`config.mk`:
```
export PLATFORM = sky130hd
export DESIGN_NAME = sdram_burst_seq
export DESIGN_NICKNAME = d
export VERILOG_FILES = /design/src/rtl/sdram_seq_pkg.sv /design/src/rtl/sdram_mode_dec.sv /design/src/rtl/sdram_col_gen.sv /design/src/rtl/sdram_strobe_pipe.sv /design/src/rtl/sdram_burst_seq.sv
export SDC_FILE = /design/constraint.sdc
export NUM_CORES = 1
export LEC_CHECK = 0
export ABC_CLOCK_PERIOD_IN_PS = 2880
export BUFFER_PORTS_ARGS = -buffer_cell sky130_fd_sc_hd__buf_2
export CORE_MARGIN = 3
export CORE_UTILIZATION = 40
export DETAILED_ROUTE_END_ITERATION = 8
export SLEW_MARGIN = 20
export SYNTH_ARGS = -nofsm -noshare
export SYNTH_HDL_FRONTEND = slang
export SYNTH_SLANG_ARGS = --single-unit
```
`constraint.sdc`:
```
create_clock -name clk -period 2.88 [get_ports clk]
set_input_delay 0.288 -clock clk [delete_from_list [all_inputs] [get_ports clk]]
set_output_delay 0.288 -clock clk [all_outputs]
set_load 0.02 [all_outputs]
```
`src/rtl/sdram_seq_pkg.sv`:
```
package sdram_seq_pkg;
  localparam int MODE_W = 10;
  localparam int MAX_CL = 3;

  localparam logic [2:0] BLC_2  = 3'b001;
  localparam logic [2:0] BLC_4  = 3'b010;
  localparam logic [2:0] BLC_8  = 3'b011;
  localparam logic [2:0] BLC_FP = 3'b111;
  localparam logic [2:0] CLC_2  = 3'b010;
  localparam logic [2:0] CLC_3  = 3'b011;

  typedef struct packed {
    logic [2:0] len_code;
    logic       ilv;
    logic       cl3;
    logic       cl_err;
    logic       single_wr;
  } mode_t;
endpackage

```
`src/rtl/sdram_mode_dec.sv`:
```
module sdram_mode_dec
  import sdram_seq_pkg::*;
(
  input  logic              clk,
  input  logic              rst_n,
  input  logic              load,
  input  logic [MODE_W-1:0] word,
  output mode_t             mode
);
  mode_t mode_q, mode_d;

  always_comb begin
    mode_d = mode_q;
    if (load) begin
      mode_d.len_code  = word[2:0];
      mode_d.ilv       = word[3];
      mode_d.cl3       = (word[6:4] == CLC_3);
      mode_d.cl_err    = (word[6:4] != CLC_2) && (word[6:4] != CLC_3);
      mode_d.single_wr = word[9];
    end
  end

  always_ff @(posedge clk or negedge rst_n) begin
    if (!rst_n) mode_q <= '0;
    else        mode_q <= mode_d;
  end

  assign mode = mode_q;
endmodule

```
`src/rtl/sdram_col_gen.sv`:
```
module sdram_col_gen
  import sdram_seq_pkg::*;
#(
  parameter int COL_W  = 9,
  parameter int BANK_W = 2
) (
  input  logic              clk,
  input  logic              rst_n,
  input  logic              start,
  input  logic              rd_nwr,
  input  logic [COL_W-1:0]  start_col,
  input  logic [BANK_W-1:0] cmd_bank,
  input  logic              term,
  input  logic              pre,
  input  logic [BANK_W-1:0] pre_bank,
  input  mode_t             mode,
  output logic              beat_valid,
  output logic              beat_rd,
  output logic              last_beat,
  output logic [COL_W-1:0]  col_addr,
  output logic [COL_W-1:0]  blk_mask,
  output logic              blk_full,
  output logic              blk_ilv
);
  logic              act_q, act_d, rd_q, full_q, ilv_q;
  logic [COL_W-1:0]  base_q, idx_q, idx_d, mask_q, len_mask, step;
  logic [BANK_W-1:0] bank_q;
  logic              len_full, one_shot, stop;

  always_comb begin
    len_full = 1'b0;
    case (mode.len_code)
      BLC_2:   len_mask = COL_W'(1);
      BLC_4:   len_mask = COL_W'(3);
      BLC_8:   len_mask = COL_W'(7);
      BLC_FP:  begin len_mask = '1; len_full = 1'b1; end
      default: len_mask = '0;
    endcase
  end

  assign one_shot  = mode.single_wr & ~rd_nwr;
  assign stop      = term | (pre & (pre_bank == bank_q));
  assign last_beat = act_q & ~full_q & (idx_q == mask_q);

  always_comb begin
    act_d = act_q;
    idx_d = idx_q;
    if (start) begin
      act_d = 1'b1;
      idx_d = '0;
    end else if (act_q) begin
      if (stop || last_beat) act_d = 1'b0;
      else                   idx_d = idx_q + COL_W'(1);
    end
  end

  always_ff @(posedge clk or negedge rst_n) begin
    if (!rst_n) begin
      act_q <= 1'b0;
      idx_q <= '0;
    end else begin
      act_q <= act_d;
      idx_q <= idx_d;
    end
  end

  always_ff @(posedge clk or negedge rst_n) begin
    if (!rst_n) begin
      base_q <= '0;
      bank_q <= '0;
      rd_q   <= 1'b0;
      mask_q <= '0;
      full_q <= 1'b0;
      ilv_q  <= 1'b0;
    end else if (start) begin
      base_q <= start_col;
      bank_q <= cmd_bank;
      rd_q   <= rd_nwr;
      mask_q <= one_shot ? '0 : len_mask;
      full_q <= len_full & ~one_shot;
      ilv_q  <= mode.ilv & ~len_full;
    end
  end

  assign step       = ilv_q ? (base_q ^ idx_q) : (base_q + idx_q);
  assign col_addr   = (base_q & ~mask_q) | (step & mask_q);
  assign beat_valid = act_q;
  assign beat_rd    = act_q & rd_q;
  assign blk_mask   = mask_q;
  assign blk_full   = full_q;
  assign blk_ilv    = ilv_q;
endmodule

```
`src/rtl/sdram_strobe_pipe.sv`:
```
module sdram_strobe_pipe
  import sdram_seq_pkg::*;
#(
  parameter int MASK_W = 2
) (
  input  logic              clk,
  input  logic              rst_n,
  input  logic              beat_rd,
  input  logic              beat_wr,
  input  logic              cl3,
  input  logic [MASK_W-1:0] mask_in,
  output logic [MASK_W-1:0] rd_valid,
  output logic [MASK_W-1:0] wr_en
);
  localparam int RD_MASK_LAG = 2;

  logic [MAX_CL-1:0]      rd_sh;
  logic [MASK_W-1:0]      mk_sh [RD_MASK_LAG];
  logic                   rd_sel;

  always_ff @(posedge clk or negedge rst_n) begin
    if (!rst_n) begin
      rd_sh    <= '0;
      mk_sh[0] <= '0;
      mk_sh[1] <= '0;
    end else begin
      rd_sh    <= {rd_sh[MAX_CL-2:0], beat_rd};
      mk_sh[0] <= mask_in;
      mk_sh[1] <= mk_sh[0];
    end
  end

  assign rd_sel = cl3 ? rd_sh[MAX_CL-1] : rd_sh[MAX_CL-2];

  for (genvar g = 0; g < MASK_W; g++) begin : g_lane
    assign rd_valid[g] = rd_sel & ~mk_sh[RD_MASK_LAG-1][g];
    assign wr_en[g]    = beat_wr & ~mask_in[g];
  end
endmodule

```
`src/rtl/sdram_burst_seq.sv`:
```
module sdram_burst_seq
  import sdram_seq_pkg::*;
#(
  parameter int COL_W  = 9,
  parameter int BANK_W = 2,
  parameter int MASK_W = 2
) (
  input  logic              clk,
  input  logic              rst_n,
  input  logic              mode_load,
  input  logic [MODE_W-1:0] mode_word,
  input  logic              start,
  input  logic              rd_nwr,
  input  logic [COL_W-1:0]  start_col,
  input  logic [BANK_W-1:0] cmd_bank,
  input  logic              term,
  input  logic              pre,
  input  logic [BANK_W-1:0] pre_bank,
  input  logic [MASK_W-1:0] mask_in,
  output logic              beat_valid,
  output logic [COL_W-1:0]  col_addr,
  output logic              burst_done,
  output logic [MASK_W-1:0] wr_en,
  output logic [MASK_W-1:0] rd_valid,
  output logic              cl_err
);
  logic [1:0]       rst_sh;
  logic             rst_s;
  mode_t            mode;
  logic             beat_rd, last_beat, blk_full, blk_ilv;
  logic [COL_W-1:0] blk_mask;

  always_ff @(posedge clk or negedge rst_n) begin
    if (!rst_n) rst_sh <= '0;
    else        rst_sh <= {rst_sh[0], 1'b1};
  end
  assign rst_s = rst_sh[1];

  sdram_mode_dec u_mode (
    .clk  (clk),
    .rst_n(rst_s),
    .load (mode_load),
    .word (mode_word),
    .mode (mode)
  );

  sdram_col_gen #(.COL_W(COL_W), .BANK_W(BANK_W)) u_col (
    .clk       (clk),
    .rst_n     (rst_s),
    .start     (start),
    .rd_nwr    (rd_nwr),
    .start_col (start_col),
    .cmd_bank  (cmd_bank),
    .term      (term),
    .pre       (pre),
    .pre_bank  (pre_bank),
    .mode      (mode),
    .beat_valid(beat_valid),
    .beat_rd   (beat_rd),
    .last_beat (last_beat),
    .col_addr  (col_addr),
    .blk_mask  (blk_mask),
    .blk_full  (blk_full),
    .blk_ilv   (blk_ilv)
  );

  sdram_strobe_pipe #(.MASK_W(MASK_W)) u_pipe (
    .clk     (clk),
    .rst_n   (rst_s),
    .beat_rd (beat_rd),
    .beat_wr (beat_valid & ~beat_rd),
    .cl3     (mode.cl3),
    .mask_in (mask_in),
    .rd_valid(rd_valid),
    .wr_en   (wr_en)
  );

  assign burst_done = last_beat;
  assign cl_err     = mode.cl_err;
endmodule

```
==> impl_results.html, run 1 <==
<table>
<tr><th>Metric</th><th>Value</th></tr>
<tr><th colspan="2">Die</th></tr>
<tr><td>Die Ht</td><td>83.5 um</td></tr>
<tr><td>Width of the die</td><td>83.5 um</td></tr>
<tr><td>I/O pin cnt</td><td>48</td></tr>
<tr><td>Total Die Area</td><td>about 7000 um2</td></tr>
<tr><td>Std-Cell Core Area</td><td>5640 um2</td></tr>
<tr><td>Cell Rows</td><td>27</td></tr>
<tr><td>Effective utilization at floorplan</td><td>0.426</td></tr>
<tr><th colspan="2">Detailed routing</th></tr>
<tr><td>Vias per inst</td><td>5.19</td></tr>
<tr><td>First-pass iteration count of the detailed router</td><td>4</td></tr>
<tr><td>Post-route ant nets</td><td>0</td></tr>
<tr><td>Routed via count</td><td>about 1900</td></tr>
<tr><td>Violation count after the first detailed-routing iteration</td><td>~110</td></tr>
<tr><td>Top layer reached by signal wires</td><td>met4</td></tr>
<tr><td>Detailed-routed wire length on met2</td><td>2330 um</td></tr>
<tr><td>Total wire length</td><td>4950 um</td></tr>
<tr><td>Routed length on met1</td><td>2420 um</td></tr>
<tr><td>DRC violations left</td><td>0</td></tr>
<tr><td>Met3 wire length</td><td>146 um</td></tr>
<tr><td>WL per Instance</td><td>13.7 um</td></tr>
<tr><th colspan="2">STA</th></tr>
<tr><td>Worst clock skew</td><td>4.71 ps</td></tr>
<tr><td>Transition at the pin with the smallest max-transition slack</td><td>931 ps</td></tr>
<tr><td>Worst slew margin relative to its limit</td><td>0.379</td></tr>
<tr><td>Sum of negative setup slack</td><td>0 ps</td></tr>
<tr><td>Share of the clock period used by the worst path</td><td>0.958</td></tr>
<tr><td>Total count of hold-check failures in the final report</td><td>0</td></tr>
<tr><td>RSZ-0062 raised after global routing</td><td>false</td></tr>
<tr><td>Pins Over Slew Limit</td><td>0</td></tr>
<tr><td>Count of endpoints failing setup in the final report</td><td>0</td></tr>
<tr><td>Max Clock Freq</td><td>between 300 and 400 MHz</td></tr>
<tr><td>Minimum period implied by the final worst setup slack</td><td>2760 ps</td></tr>
<tr><th colspan="2">Clocking</th></tr>
<tr><td>CTS H-tree lvls</td><td>2</td></tr>
<tr><td>Clk_lat worst skew</td><td>290 ps</td></tr>
<tr><td>Buffer levels on the longest clock path</td><td>2</td></tr>
<tr><td>Total clock buffers created by CTS</td><td>5</td></tr>
<tr><td>TritonCTS clock tree</td><td>done</td></tr>
<tr><td>Clock transition time at the flip-flop clock pins of the worst setup and hold paths</td><td>80 ps</td></tr>
<tr><td>CTS Root Buffer Type</td><td>clkbuf_8</td></tr>
<tr><td>Clock sink count</td><td>44</td></tr>
<tr><th colspan="2">Worst setup path</th></tr>
<tr><td>Type of the worst setup path</td><td>reg2out</td></tr>
<tr><td>Delay of the slowest cell on the worst path</td><td>roughly 440 ps</td></tr>
<tr><td>Critical Path Source Type</td><td>flip-flop</td></tr>
<tr><td>Critical Path Sink Type</td><td>primary output</td></tr>
<tr><td>Slowest cell on crit path</td><td>a2111o_1</td></tr>
<tr><td>Data arrival time of the critical path</td><td>2470 ps</td></tr>
<tr><td>Cells traversed along the worst timing path</td><td>ha_1 &gt; inv_1 &gt; fa_2 &gt; nand2b_1 &gt; a21oi_2 &gt; o311ai_2 &gt; a2111o_1 &gt; o311ai_1 &gt; buf_2</td></tr>
<tr><td>Crit path buffers/inverters</td><td>2</td></tr>
<tr><td>Highest fanout seen on the critical path</td><td>3</td></tr>
<tr><td>Required time of the worst setup path</td><td>~2600 ps</td></tr>
<tr><td>Family with the most delay on the worst path</td><td>compound AO/OA/AOI/OAI gates</td></tr>
<tr><th colspan="2">Finish</th></tr>
<tr><td>Layout fillers</td><td>543</td></tr>
<tr><td>Layout cells sized above 1</td><td>0.293</td></tr>
<tr><td>Ant. Diodes</td><td>0</td></tr>
<tr><td>Area growth syn-to-layout</td><td>19.2%</td></tr>
<tr><td>Utilization of the core after routing</td><td>0.508</td></tr>
<tr><td>Number of nets in the layout</td><td>between 300 and 400</td></tr>
<tr><th colspan="2">GRT</th></tr>
<tr><td>Overall routing resource usage</td><td>0.155</td></tr>
<tr><td>First-pass GRT wire length</td><td>around 9000 um</td></tr>
<tr><td>Number of global-route vias before repair</td><td>1868</td></tr>
<tr><td>Maximum number of pins on one net before global-route repair</td><td>43</td></tr>
<tr><td>Initial antenna violation count</td><td>0</td></tr>
<tr><td>Overall overflow remaining after global route</td><td>0</td></tr>
<tr><th colspan="2">Synthesis</th></tr>
<tr><td>Synthesized flop and latch total</td><td>44</td></tr>
<tr><td>Predominant post-synthesis flop cell</td><td>dfrtp_1</td></tr>
<tr><td>Count of yosys warnings during synthesis</td><td>0</td></tr>
<tr><td>Distinct cell type count after synthesis</td><td>47</td></tr>
<tr><td>Part of the Yosys area used for sequential elements</td><td>0.458</td></tr>
<tr><td>Post-synth EDFFs</td><td>0</td></tr>
<tr><td>Average footprint of a synthesized cell</td><td>a little over 10 um2</td></tr>
<tr><td>Async SR Flop Fraction</td><td>1.00</td></tr>
<tr><td>Post-synthesis cell area</td><td>2400 um2</td></tr>
<tr><td>Post-Syn Nets</td><td>281</td></tr>
<tr><td>Post-Synthesis Cells</td><td>239</td></tr>
<tr><th colspan="2">Power and ir drop</th></tr>
<tr><td>Total power per unit cell area</td><td>532 nW/um2</td></tr>
<tr><td>Leakage power</td><td>1.28 nW</td></tr>
<tr><td>Worst IR Drop VDD</td><td>281 uV</td></tr>
<tr><th colspan="2">Run</th></tr>
<tr><td>Max Cap Viol</td><td>0</td></tr>
<tr><th colspan="2">Placed design</th></tr>
<tr><td>Dpl hpwl</td><td>3610 um</td></tr>
<tr><td>Weighted congestion reported at the end of routability-driven placement</td><td>0.828</td></tr>
<tr><td>Number of buffers added on ports</td><td>45</td></tr>
<tr><th colspan="2">Status</th></tr>
<tr><td>Outcome</td><td>completed</td></tr>
<tr><th colspan="2">Worst hold path</th></tr>
<tr><td>Type of the worst min-delay path</td><td>in2reg</td></tr>
</table>
==> final cells by class <==
type                            instances  area [um2]  area share
Clock buffer                            6        82.6      0.0288
Clock inverter                          2        38.8      0.0135
Inverter                               15        56.3      0.0197
Multi-Input combinational cell        172        1220       0.426
Sequential cell                        44        1100       0.386
Tap cell                               72        90.1      0.0315
Timing Repair Buffer                   51         273      0.0952
==> per-layer routing <==
layer  global-route usage  up-vias
met5                    0        -
met4               0.0395        0
met3               0.0346        6
met2                0.249       28
met1                0.212      889
li1                     -      957
==> kinds of logic (layout without fill, tap and decap cells) <==
logic type      after synthesis  in the layout  share of synthesized area
simple gates                 73             73                      0.167
other cells                   1              1                    0.00156
compound gates               61             61                      0.161
mux                          17             17                     0.0807
fa+ha+maj                    10             10                     0.0552
buf+inv                      23             74                     0.0401
xor+xnor                     10             10                     0.0365
flops                        44             44                      0.458
==> worst paths after layout <==
check | from | to | slack, ps | cells after the start
min in group asynchronous | rst_n | rst_sh[1] | 290 | 2
min reg2reg | u_pipe.rd_sh[0] | u_pipe.rd_sh[1] | 350 | 0
min | mask_in[0] | u_pipe.mk_sh[2] | 110 | 1
max in group asynchronous | rst_sh[1] | u_col.idx_q[1] | 1820 | 0
max | u_col.idx_q[0] | col_addr[8] | 120 | 9
max reg2reg | u_col.idx_q[8] | u_col.idx_q[8] | 460 | 6
==> power breakdown <==
group          internal (mW)  switching [mW]
registers              0.666          0.0511
clock network          0.284           0.215
logic                  0.133           0.174
==> stage by stage <==
stage          cell area [um2]  hold slack [ps]  std cells  total power, mW  worst slack (ps)
6_report                  2860              111        362             1.52               122
5_1_grt                   2860             91.3        362             1.61              8.23
4_1_cts                   2840             96.1        360             1.54              7.30
3_5_place_dp              2700             75.6        351             1.03               257
3_3_place_gp              2700             73.6        351             1.03               283
2_1_floorplan             2400            -7.59        239            0.935               466
==> synth_stat cells (2+ instances only) <==
library cell  number  share of area
a21oi_1           19          0.040
and3_1             2         0.0052
buf_2              2         0.0042
clkbuf_1           5         0.0078
dfrtp_1           44           0.46
ha_1               9          0.047
inv_1             14          0.022
mux2_2            15          0.070
nand2_1           13          0.020
nand2b_1           4          0.010
nand3_1           11          0.023
nor2_1            17          0.027
nor2b_1            5          0.013
o211ai_1           4          0.013
o21a_1             2         0.0062
o21ai_0           10          0.021
o21ai_1           10          0.021
o22ai_1            3         0.0078
o311ai_1           2         0.0073
o31ai_1            5          0.016
or3_1              5          0.013
or4_1              5          0.016
xnor2_1            5          0.018
xor2_1             5          0.018
==> sequential cells by signal, summed over array words and instances (netlist names), 2 cells and up <==
signal / flops
u_pipe.rd_sh: 3
u_pipe.mk_sh: 4
u_col.base_q: 9
u_col.bank_q: 2
u_col.blk_mask: 4
u_col.idx_q: 9
rst_sh: 2
u_mode.mode: 7
==> timing repair <==
action | 4_1_cts | 5_1_grt
setup endpoints to repair | 1 | 1
hold buffers | 1 | 0
endpoints found under the hold margin | 2 | 0
pin swaps | 0 | 1
resized for setup | 2 | 3
gates cloned | 0 | 0
setup buffers | 0 | 2
==> worst reg2reg max path: cells and delay by family, from the launching register on <==
family | cells | cell delay [ps]
AO/OA/AOI/OAI | 2 | 780
AND/OR/NAND/NOR | 3 | 740
flip-flops | 1 | 500
buffers and inverters | 1 | 270
==> cell usage in the layout (no fill, tap or decap), types with 2 or more instances in the layout <==
master and count:
nand2_1 13, and3_1 2, inv_1 14, xor2_1 5
nor2b_1 5, o21ai_0 10, dfrtp_1 41, nand3_1 11
a21oi_1 18, nor2_1 17, buf_4 5, or3_1 5
ha_1 9, o31ai_1 5, or4_1 5, o21a_1 2
xnor2_1 5, clkbuf_8 6, mux2_2 15, nand2b_1 4
o21ai_1 10, o22ai_1 3, dfrtp_2 3, o211ai_1 4
buf_2 45
Power figures use the tool's default switching activity.
==> inputs of run 2 (changes only) <==
REMOVE_ABC_BUFFERS = 1   (was default)
==> run 2 against run 1 <==
Clock skew up 5.5 ps. Routed wire length is 0.38% lower. Sequential cell count unchanged. Non-clock buffer count unchanged. Clock power fell by 24%. Final cell count down 0.28%. Core utilization down 0.55 points. Worst setup slack improved by 70 ps. Critical endpoint unchanged. Largest power group unchanged. Sequential power is essentially flat. Via count up 1.0%.
==> impl_results.html, run 2 (synthesized netlist as in run 1, its figures left out) <==
<table>
<tr><th>Metric</th><th>Value</th></tr>
<tr><th colspan="2">STA</th></tr>
<tr><td>Sum of negative setup slack</td><td>0 ps (unchanged)</td></tr>
<tr><td>Worst slew margin relative to its limit</td><td>0.401 (+0.0216)</td></tr>
<tr><td>Total count of hold-check failures in the final report</td><td>0 (unchanged)</td></tr>
<tr><td>Minimum period implied by the final worst setup slack</td><td>2690 ps (-69.7 ps)</td></tr>
<tr><td>Share of the clock period used by the worst path</td><td>0.933 (-0.0242)</td></tr>
<tr><td>Pins Over Slew Limit</td><td>0 (unchanged)</td></tr>
<tr><td>Count of endpoints failing setup in the final report</td><td>0 (unchanged)</td></tr>
<tr><td>Worst clock skew</td><td>10.3 ps (+5.54 ps)</td></tr>
<tr><td>RSZ-0062 raised after global routing</td><td>false</td></tr>
<tr><td>Max Clock Freq</td><td>372 MHz (+2.6%)</td></tr>
<tr><td>Transition at the pin with the smallest max-transition slack</td><td>898 ps (-32.4 ps)</td></tr>
<tr><td>Post-Route Hold Slack</td><td>115 ps (+4.86 ps)</td></tr>
<tr><td>PnR worst setup slack</td><td>192 ps (+69.7 ps)</td></tr>
<tr><th colspan="2">Finish</th></tr>
<tr><td>Leading cell type in the layout, fill and taps excluded</td><td>buf_2</td></tr>
<tr><td>Number of nets in the layout</td><td>331 (unchanged)</td></tr>
<tr><td>Most frequent cells in the layout</td><td>buf_2, dfrtp_1, a21oi_1</td></tr>
<tr><td>Utilization of the core after routing</td><td>0.502 (-0.00554)</td></tr>
<tr><td>Ant. Diodes</td><td>0 (unchanged)</td></tr>
<tr><td>Layout fillers</td><td>541 (-0.37%)</td></tr>
<tr><td>Area growth syn-to-layout</td><td>17.9%</td></tr>
<tr><td>Number of non-filler instances in the completed layout</td><td>361 (-0.28%)</td></tr>
<tr><td>Flip-flop and latch area</td><td>1100 um2 (-0.11%)</td></tr>
<tr><td>Multi-input gate area</td><td>1230 um2 (+0.82%)</td></tr>
<tr><td>Layout cells sized above 1</td><td>0.294 (+0.00101)</td></tr>
<tr><td>Post-route cell area</td><td>2830 um2 (-1.1%)</td></tr>
<tr><th colspan="2">Power and ir drop</th></tr>
<tr><td>Clock power frac</td><td>0.270 (-0.057)</td></tr>
<tr><td>Switching Share</td><td>0.311 (+0.0224)</td></tr>
<tr><td>Leakage power</td><td>1.27 nW (-0.93%)</td></tr>
<tr><td>Total power per unit cell area</td><td>494 nW/um2 (-7.1%)</td></tr>
<tr><td>Tot Pwr</td><td>1.40 mW (-8.1%)</td></tr>
<tr><td>Switching power</td><td>0.436 mW (-0.94%)</td></tr>
<tr><td>Share of power burned in registers</td><td>0.511 (+0.040)</td></tr>
<tr><td>Worst IR Drop VDD</td><td>278 uV (-1.1%)</td></tr>
<tr><td>Internal cell power</td><td>0.964 mW (-11%)</td></tr>
<tr><td>Combinational share of power</td><td>0.219 (+0.017)</td></tr>
<tr><th colspan="2">Placed design</th></tr>
<tr><td>Weighted congestion reported at the end of routability-driven placement</td><td>0.766 (-7.5%)</td></tr>
<tr><td>Dpl hpwl</td><td>3600 um (-0.23%)</td></tr>
<tr><td>Pre-CTS worst setup slack</td><td>374 ps (+118 ps)</td></tr>
<tr><td>Number of buffers added on ports</td><td>45 (unchanged)</td></tr>
<tr><td>Placed insts</td><td>353 (+0.57%)</td></tr>
<tr><td>Instance area at placement</td><td>2720 um2 (+0.56%)</td></tr>
<tr><th colspan="2">Worst hold path</th></tr>
<tr><td>Type of the worst min-delay path</td><td>in2reg</td></tr>
<tr><td>Startpoint of the most critical hold path</td><td>mask_in[1]</td></tr>
<tr><th colspan="2">Clocking</th></tr>
<tr><td>Total clock buffers created by CTS</td><td>5 (unchanged)</td></tr>
<tr><td>CTS H-tree lvls</td><td>2 (unchanged)</td></tr>
<tr><td>Buffer levels on the longest clock path</td><td>2 (unchanged)</td></tr>
<tr><td>TritonCTS clock tree</td><td>done</td></tr>
<tr><td>Clk_lat worst skew</td><td>300 ps (about the same)</td></tr>
<tr><td>Clock sink count</td><td>44 (unchanged)</td></tr>
<tr><td>CTS Root Buffer Type</td><td>clkbuf_8</td></tr>
<tr><td>Setup fix buffers added after clock tree synthesis</td><td>0 (unchanged)</td></tr>
<tr><td>Clock transition time at the flip-flop clock pins of the worst setup and hold paths</td><td>90 ps (about the same)</td></tr>
<tr><th colspan="2">Status</th></tr>
<tr><td>Outcome</td><td>completed</td></tr>
<tr><th colspan="2">Worst setup path</th></tr>
<tr><td>Critical Path Source Type</td><td>flip-flop</td></tr>
<tr><td>Type of the worst setup path</td><td>reg2out</td></tr>
<tr><td>Required time of the worst setup path</td><td>2590 ps (about the same)</td></tr>
<tr><td>Data arrival time of the critical path</td><td>2400 ps (-70 ps)</td></tr>
<tr><td>Launch instance of the worst register-to-register path</td><td>u_col.idx_q[8]</td></tr>
<tr><td>Start point of the critical path</td><td>u_col.idx_q[0]</td></tr>
<tr><td>Delay of the slowest cell on the worst path</td><td>420 ps (-20 ps)</td></tr>
<tr><td>Slowest cell on crit path</td><td>a2111o_1</td></tr>
<tr><td>Highest fanout seen on the critical path</td><td>2 (-1)</td></tr>
<tr><td>Critical Path Sink Type</td><td>primary output</td></tr>
<tr><td>Cells traversed along the worst timing path</td><td>ha_2 &gt; inv_1 &gt; fa_2 &gt; nand2b_4 &gt; a21oi_2 &gt; o311ai_2 &gt; a2111o_1 &gt; o311ai_1 &gt; buf_2</td></tr>
<tr><th colspan="2">Detailed routing</th></tr>
<tr><td>Post-route ant nets</td><td>0 (unchanged)</td></tr>
<tr><td>First-pass iteration count of the detailed router</td><td>4 (unchanged)</td></tr>
<tr><td>DRC violations left</td><td>0 (unchanged)</td></tr>
<tr><td>Routed via count</td><td>1899 (+1.0%)</td></tr>
<tr><td>Vias per inst</td><td>5.26 (+1.3%)</td></tr>
<tr><td>WL per Instance</td><td>13.7 um (-0.11%)</td></tr>
<tr><td>Violation count after the first detailed-routing iteration</td><td>76 (-29%)</td></tr>
<tr><td>Total wire length</td><td>4930 um (-0.38%)</td></tr>
<tr><th colspan="2">GRT</th></tr>
<tr><td>Maximum number of pins on one net before global-route repair</td><td>43 (unchanged)</td></tr>
<tr><td>Overall routing resource usage</td><td>0.153 (-0.00152)</td></tr>
<tr><td>Initial antenna violation count</td><td>0 (unchanged)</td></tr>
<tr><td>Number of global-route vias before repair</td><td>1884 (+0.86%)</td></tr>
<tr><td>First-pass GRT wire length</td><td>8760 um (-2.2%)</td></tr>
<tr><td>Overall overflow remaining after global route</td><td>0 (unchanged)</td></tr>
<tr><th colspan="2">Run</th></tr>
<tr><td>Max Cap Viol</td><td>0 (unchanged)</td></tr>
<tr><th colspan="2">Die</th></tr>
<tr><td>I/O pin cnt</td><td>48 (unchanged)</td></tr>
<tr><td>Effective utilization at floorplan</td><td>0.426 (unchanged)</td></tr>
<tr><td>Cell Rows</td><td>27 (unchanged)</td></tr>
<tr><td>Std-Cell Core Area</td><td>5640 um2 (unchanged)</td></tr>
<tr><td>Die Ht</td><td>83.5 um (unchanged)</td></tr>
<tr><td>Total Die Area</td><td>6970 um2 (unchanged)</td></tr>
<tr><td>Width of the die</td><td>83.5 um (unchanged)</td></tr>
</table>
-- run 2: timing repair --
item                                    CTS  global route
hold buffers                              1             0
gates resized for setup                   0             6
endpoints found under the setup margin    0             1
hold endpoints to repair                  2             0
-- run 2: worst paths after layout --
kind                       depth (start not counted)         endpoint  slack [ps]
max                                                9      col_addr[8]         190
min in group asynchronous                          2        rst_sh[1]         290
max reg2reg                                        6   u_col.idx_q[0]         650
max in group asynchronous                          0   u_col.idx_q[1]        1870
min                                                1  u_pipe.mk_sh[3]         120
min reg2reg                                        0  u_pipe.mk_sh[0]         350
-- run 2: per-layer routing --
metal / routed length [um] / track usage / up-vias
li1: - / - / 954
met1: 2300 / 0.197 / 900
met2: 2370 / 0.258 / 41
met3: 234 / 0.0395 / 4
met4: 28 / 0.0395 / 0
met5: 0 / 0 / -
-- run 2: area by class of cell --
type                            count  share of cell area
Sequential cell                    44               0.390
Inverter                           15              0.0199
Clock inverter                      2             0.00442
Timing Repair Buffer               51              0.0963
Tap cell                           72              0.0318
Clock buffer                        5              0.0243
Multi-Input combinational cell    172               0.434
-- run 2: power groups by stage --
| stage | clock, mW | combinational (mW) | sequential [mW] |
|---|---|---|---|
| 6_report | 0.377 | 0.307 | 0.716 |
| 5_1_grt | 0.424 | 0.342 | 0.727 |
| 4_1_cts | 0.395 | 0.306 | 0.718 |
| 3_5_place_dp | 0 | 0.303 | 0.730 |
| 3_3_place_gp | 0 | 0.300 | 0.728 |
| 2_1_floorplan | 0 | 0.198 | 0.722 |
-- run 2: worst max-delay path, delay by kind of cell, from the launching register on --
family / cells / cell delay (ps)
simple gates: 1 / 150
compound gates: 4 / 780
fa+ha+maj: 2 / 520
flops: 1 / 370
buf+inv: 2 / 260
